File: src/rtl/raster_seq_pkg.sv
package raster_seq_pkg;

    // Flag bits at the bottom of a table word; the next-section field
    // sits just above them and the end count at the top.
    localparam int FLAG_BLANK = 0;
    localparam int FLAG_SYNC  = 1;
    localparam int FLAG_STEP  = 2;
    localparam int FLAG_CLR   = 3;
    localparam int FLAG_W     = 4;

    // Number of timing axes: horizontal then vertical.
    localparam int NAXIS = 2;

    typedef enum logic {
        TBL_HORZ = 1'b0,
        TBL_VERT = 1'b1
    } tbl_sel_e;

    function automatic int tbl_word_w(input int cnt_w, input int sec_w);
        return cnt_w + sec_w + FLAG_W;
    endfunction

endpackage

File: src/rtl/raster_seq_table.sv
module raster_seq_table
    import raster_seq_pkg::*;
#(
    parameter int CNT_W = 12,
    parameter int SEC_W = 4,
    localparam int DEPTH  = 1 << SEC_W,
    localparam int WORD_W = CNT_W + SEC_W + FLAG_W
) (
    input  logic              clk,
    input  logic              we,
    input  logic [SEC_W-1:0]  waddr,
    input  logic [WORD_W-1:0] wdata,
    input  logic [SEC_W-1:0]  raddr_a,
    output logic [WORD_W-1:0] rdata_a,
    input  logic [SEC_W-1:0]  raddr_b,
    output logic [1:0]        lvl_b
);

    // Plain register file: not reset, so a reset keeps the programmed timing.
    logic [WORD_W-1:0] mem [DEPTH];

    always_ff @(posedge clk) begin
        if (we) begin
            mem[waddr] <= wdata;
        end
    end

    // Port A: full word of the section being held.
    assign rdata_a = mem[raddr_a];

    // Port B: only the output levels of the section about to be held.
    assign lvl_b = {mem[raddr_b][FLAG_SYNC], mem[raddr_b][FLAG_BLANK]};

endmodule

File: src/rtl/raster_seq_axis.sv
module raster_seq_axis
    import raster_seq_pkg::*;
#(
    parameter int CNT_W = 12,
    parameter int SEC_W = 4,
    localparam int WORD_W = CNT_W + SEC_W + FLAG_W
) (
    input  logic              clk,
    input  logic              rst,
    input  logic              adv,
    input  logic [WORD_W-1:0] cur_word,
    input  logic [1:0]        nxt_lvl,
    output logic [SEC_W-1:0]  sec_q,
    output logic [SEC_W-1:0]  sec_d,
    output logic [CNT_W-1:0]  cnt_q,
    output logic              sync_q,
    output logic              blank_q,
    output logic              step_o
);

    typedef struct packed {
        logic [CNT_W-1:0] stop;
        logic [SEC_W-1:0] nxt;
        logic             clr;
        logic             step;
        logic             sync;
        logic             blank;
    } tword_t;

    tword_t           cur;
    logic             hit;
    logic [CNT_W-1:0] cnt_d;

    assign cur = tword_t'(cur_word);

    always_comb begin
        hit   = adv && (cnt_q == cur.stop);
        sec_d = hit ? cur.nxt : sec_q;
        if (!adv) begin
            cnt_d = cnt_q;
        end else if (hit && cur.clr) begin
            cnt_d = '0;
        end else begin
            cnt_d = cnt_q + 1'b1;
        end
    end

    assign step_o = hit && cur.step;

    // Levels are loaded from the entry of the section being entered, so
    // they line up with the section register and the counter.
    always_ff @(posedge clk) begin
        if (rst) begin
            sec_q   <= '0;
            cnt_q   <= '0;
            sync_q  <= 1'b0;
            blank_q <= 1'b0;
        end else begin
            sec_q   <= sec_d;
            cnt_q   <= cnt_d;
            sync_q  <= nxt_lvl[1];
            blank_q <= nxt_lvl[0];
        end
    end

endmodule

File: src/rtl/raster_seq_gen.sv
module raster_seq_gen
    import raster_seq_pkg::*;
#(
    parameter int CNT_W = 12,
    parameter int SEC_W = 4,
    localparam int WORD_W = CNT_W + SEC_W + FLAG_W
) (
    input  logic              clk,
    input  logic              rst,
    input  logic              wr_en,
    input  logic              wr_sel,
    input  logic [SEC_W-1:0]  wr_addr,
    input  logic [WORD_W-1:0] wr_data,
    output logic [CNT_W-1:0]  pix_x,
    output logic [CNT_W-1:0]  line_y,
    output logic              hsync_o,
    output logic              hblank_o,
    output logic              vsync_o,
    output logic              vblank_o,
    output logic              csync_o,
    output logic              blank_o
);

    logic              adv_w   [NAXIS];
    logic              step_w  [NAXIS];
    logic [SEC_W-1:0]  sec_w   [NAXIS];
    logic [SEC_W-1:0]  secd_w  [NAXIS];
    logic [WORD_W-1:0] cur_w   [NAXIS];
    logic [1:0]        lvl_w   [NAXIS];
    logic [CNT_W-1:0]  cnt_w   [NAXIS];
    logic              sync_w  [NAXIS];
    logic              blank_w [NAXIS];
    logic              line_step;

    for (genvar g = 0; g < NAXIS; g++) begin : g_axis
        // The first axis runs every clock; each later axis is stepped by
        // the one before it.
        if (g == 0) begin : g_free
            assign adv_w[g] = 1'b1;
        end else begin : g_chained
            assign adv_w[g] = step_w[g-1];
        end

        raster_seq_table #(
            .CNT_W (CNT_W),
            .SEC_W (SEC_W)
        ) u_table (
            .clk     (clk),
            .we      (wr_en && (wr_sel == 1'(g))),
            .waddr   (wr_addr),
            .wdata   (wr_data),
            .raddr_a (sec_w[g]),
            .rdata_a (cur_w[g]),
            .raddr_b (secd_w[g]),
            .lvl_b   (lvl_w[g])
        );

        raster_seq_axis #(
            .CNT_W (CNT_W),
            .SEC_W (SEC_W)
        ) u_axis (
            .clk      (clk),
            .rst      (rst),
            .adv      (adv_w[g]),
            .cur_word (cur_w[g]),
            .nxt_lvl  (lvl_w[g]),
            .sec_q    (sec_w[g]),
            .sec_d    (secd_w[g]),
            .cnt_q    (cnt_w[g]),
            .sync_q   (sync_w[g]),
            .blank_q  (blank_w[g]),
            .step_o   (step_w[g])
        );
    end

    assign line_step = adv_w[int'(TBL_VERT)];

    assign pix_x    = cnt_w[int'(TBL_HORZ)];
    assign line_y   = cnt_w[int'(TBL_VERT)];
    assign hsync_o  = sync_w[int'(TBL_HORZ)];
    assign hblank_o = blank_w[int'(TBL_HORZ)];
    assign vsync_o  = sync_w[int'(TBL_VERT)];
    assign vblank_o = blank_w[int'(TBL_VERT)];
    assign csync_o  = hsync_o | vsync_o;
    assign blank_o  = hblank_o | vblank_o;

endmodule

File: config.mk
export PLATFORM = sky130hd
export DESIGN_NAME = raster_seq_gen
export DESIGN_NICKNAME = d
export VERILOG_FILES = /design/src/rtl/raster_seq_pkg.sv /design/src/rtl/raster_seq_table.sv /design/src/rtl/raster_seq_axis.sv /design/src/rtl/raster_seq_gen.sv
export SDC_FILE = /design/constraint.sdc
export NUM_CORES = 1
export LEC_CHECK = 0
export BUFFER_PORTS_ARGS = -buffer_cell sky130_fd_sc_hd__buf_4
export CAP_MARGIN = 0
export CORE_UTILIZATION = 40
export DETAILED_ROUTE_END_ITERATION = 7
export PLACE_DENSITY_LB_ADDON = 0.08
export SETUP_SLACK_MARGIN = 0.5
export SYNTH_ARGS = -nofsm -noshare
export SYNTH_HDL_FRONTEND = slang
export SYNTH_HIERARCHICAL = 1
export SYNTH_SLANG_ARGS = --single-unit
File: constraint.sdc
create_clock -name clk -period 6.15 [get_ports clk]
set_input_delay 1.845 -clock clk [delete_from_list [all_inputs] [get_ports clk]]
set_output_delay 1.845 -clock clk [all_outputs]
set_load 0.1 [all_outputs]
# After elaboration in Yosys (flattened, before gate mapping)
# Memory sizes are Yosys's and may differ from the RTL's. A register that Yosys moved wholly into a read port is not among the register bits.
# Index checks and enable logic that the tools add are counted.
# Widths: inputs -> output; s select.
# word_totals
ff_bits	32
ramBits	640
out_inout_bits	30
word_cells	29
memories	2
# op_classes
n_addsub	2
n_eq_ne	2
muxes	9
n_bitwise	3
reduce_logical	7
# mem_list
name	words	word_bits	rd	rd_clocked_by_memory_dff	write_ports	line	rtl
g_axis[0].u_table.mem	16	20	2	2	1	raster_seq_table.sv:20	logic [WORD_W-1:0] mem [DEPTH];
g_axis[1].u_table.mem	16	20	2	2	1	raster_seq_table.sv:20	
# op_table
op	count
$add 12x1->12 const B	2
$eq 12x12->1	2
$mux 4	4
$mux 12	1
$logic_and 1x1->1	6
$mux 1	4
$or 1x1->1	2
$reduce_or 2->1	1
$not 1->1	1

# Longest topological paths before layout
# depth
word_depth	5
mapped_depth	18
mapped_depth_nobuf	14

# Modules after synthesis
# The synthesis kept the hierarchy.
# by_module_without_submodules
module	instances	cells_per_inst	area_per_inst_um2	seq_area_each_um2
raster_seq_table	2	534	12378.1	9609.2
raster_seq_axis	2	103	955.9	360.3
raster_seq_gen	1	5	32.5	0.0

# Worst setup path before layout
# OpenSTA, ideal clock, no wires.
# synth_path
kind	in2reg
start	input port wr_sel
end	memory g_axis[0].u_table/mem[0][0] (netlist bit) (enable)
setup_time_ns	0.422
arrival_ns	3.959
t_required_ns	5.728
slack_ns	1.769
path_stages	3
path_cell_list	and2b_2 -> or3b_2 -> nor3_1
# synth_between
elab_chain_len	4
# synth_lines
item	line	rtl
start: declaration	raster_seq_gen.sv:11	input logic wr_sel,
$not 1->1	raster_seq_gen.sv:49	.we (wr_en && (wr_sel == 1'(g))),
$logic_and 1x1->1	raster_seq_gen.sv:49	
$mux 1	raster_seq_table.sv:23	if (we) begin
$mux 1 (implied by the code)	raster_seq_table.sv:24	mem[waddr] <= wdata;
end: declaration	raster_seq_table.sv:20	
# No other way between the ends.

==> impl_metrics.env <==
export IMPL_drt_iter0_markers=1014
export IMPL_met3_usage_pct=2.92
export IMPL_ant_nets=0
export IMPL_clock_sinks=660
export IMPL_cts_buffer_depth=3
export IMPL_gr_max_usage_layer="met2"
export IMPL_syn_nets=1252
export IMPL_cap_viol_max_count=0
export IMPL_cts_setup_buffers=0
export IMPL_slew_violations=0
export IMPL_placementRows=92
export IMPL_cp_arrival_ns=5.68
export IMPL_ys_warnings_count=6
export IMPL_htree_num_levels=3
export IMPL_rsz0062_at_grt="false"
export IMPL_start_kind="flop"
export IMPL_ctsHoldBuffers=0
export IMPL_drc=0
export IMPL_post_drt_via_cell_ratio=5.47
export IMPL_hpwl_um=35300
export IMPL_avgRoutedWirePerCell_um=27.7
export IMPL_grt_overflow_total=0
export IMPL_start_util_pct=40.5
export IMPL_cts_resized=0
export IMPL_crit_path_end_kind="flop"
export IMPL_p_leak_nw=9.14
export IMPL_root_buffer="clkbuf_16"
export IMPL_report_final_setup_viol=0
export IMPL_netlist_area_um2=25600
export IMPL_most_common_layout_cells="624 x edfxtp_1, 132 x mux4_2, 104 x buf_4"
export IMPL_fin_area_um2=29500
export IMPL_drtPass1Iterations=5
export IMPL_ir_drop_mv=0.190
export IMPL_n_antenna_cell=0
export IMPL_place_congestion=0.777
export IMPL_antenna_found_initial=0
export IMPL_use_met2_pct=30.8
export IMPL_fmax_mhz=193
export IMPL_placed_area_um2=27300
export IMPL_die_w_um=255
export IMPL_vias=12300
export IMPL_crit_type="reg -> reg"
export IMPL_cts_tree="done"
export IMPL_cp_required_ns=6.64
export IMPL_die_h_um=255
export IMPL_fin_crit_ns=5.19
export IMPL_synth_area_per_cell_um2=21.0
export IMPL_power_density_nw_per_um2=313
export IMPL_cts_buffers=70
export IMPL_use_met1_pct=29.0
export IMPL_nets=1369
export IMPL_holdCritPathClass="reg -> reg"
export IMPL_drive_gt1_share_pct=28.0
export IMPL_die_area_um2=65000
export IMPL_hold_viol=0
export IMPL_grt_start_max_net_pins=55
export IMPL_slowest_stage="dfxtp_4"
export IMPL_boundaryPins=58
export IMPL_fin_crit_sh_pct=84.4
export IMPL_fin_skew_ns=0.0264
export IMPL_coreArea_um2=63200
export IMPL_fin_tns_setup_ns=0
export IMPL_port_buffers=57
export IMPL_clock_latency_ns=0.61
export IMPL_final_common_cell="edfxtp_1"
export IMPL_status="completed"
export IMPL_path_max_fanout=27
export IMPL_slew_headroom_pct=18.3
export IMPL_path_clk_slew_ns=0.06
export IMPL_cp_cell_sequence="buf_4 > mux4_1 > a22oi_1 > nand2_1 > xnor2_1 > nand4_1 > nor4_1 > and2_1 > nand2_1 > nor4_4 > mux2_2 > mux4_2 > a22oi_1 > nand3_1 > nor2b_1"
export IMPL_tightest_slew_ns=1.22
export IMPL_wl_um=62000
export IMPL_max_stage_delay_ns=0.70
export IMPL_netlist_instances=1222
export IMPL_grt_pass1_vias=12800
export IMPL_area_growth_pct=15.3
export IMPL_grt_pass1_wl_um=90700
export IMPL_grt_usage_pct=19.8
-- registers in the layout, indices dropped and copies added (netlist names) --
register,count
g_axis.u_axis/sec_q,8
g_axis.u_table/mem,624
g_axis.u_axis/cnt_q,24
g_axis.u_axis/blank_q,2
g_axis.u_axis/sync_q,2
-- power breakdown --
part / switching, mW / total (mW) / internal [mW]
Sequential: 0.0139 / 4.98 / 4.96
Clock: 1.70 / 4.08 / 2.39
Combinational: 0.146 / 0.189 / 0.0432
Total: 1.85 / 9.25 / 7.40
-- final cells by class --
cell class / instances / area, µm²
Clock buffer: 94 / 1910
Fill cell: 5288 / 33700
Clock inverter: 34 / 294
Sequential cell: 660 / 19500
Multi-Input combinational cell: 500 / 5980
Tap cell: 846 / 1060
Timing Repair Buffer: 105 / 801
Inverter: 2 / 7.51
-- metal layers --
| layer | vias up | part of all wire (%) |
|---|---|---|
| li1 | 5312 | - |
| met1 | 6600 | 47 |
| met2 | 275 | 47 |
| met3 | 72 | 4.3 |
| met4 | 0 | 1.7 |
| met5 | - | 0 |
-- worst paths after layout --
path / startpoint / end / slack (ns) / cells after the start
setup / recovery: g_axis[0].u_axis/sec_q[0] / g_axis[1].u_axis/blank_q / 0.96 / 15
hold / removal: g_axis[1].u_axis/sec_q[3] / g_axis[1].u_axis/sec_q[3] / 0.52 / 2
setup reg to reg: g_axis[0].u_axis/sec_q[0] / g_axis[1].u_axis/blank_q / 0.96 / 15
hold reg to reg: g_axis[1].u_axis/sec_q[3] / g_axis[1].u_axis/sec_q[3] / 0.52 / 2
-- per-stage QoR --
step / worst slack (ns) / cells / hold slack, ns / power, mW / utilization (%)
4_1_cts: 0.877 / 2241 / 0.524 / 9.36 / 46.7
2_1_floorplan: 1.77 / 1222 / 0.442 / 5.14 / -
3_3_place_gp: 0.997 / 2113 / 0.510 / 5.26 / 43.2
6_report: 0.962 / 2241 / 0.522 / 9.25 / 46.7
3_5_place_dp: 0.929 / 2113 / 0.515 / 5.27 / 43.2
5_1_grt: 0.541 / 2241 / 0.536 / 9.53 / 46.7
-- worst max-delay path, delay by kind of cell (launching register included) --
kind            cells  cell delay (ns)
compound gates      2             0.41
xor+xnor            1             0.27
flops               1             0.70
mux                 3             1.60
buf+inv             1             0.33
simple gates        8             1.73
Note: power is estimated with default switching activity, not from simulation.
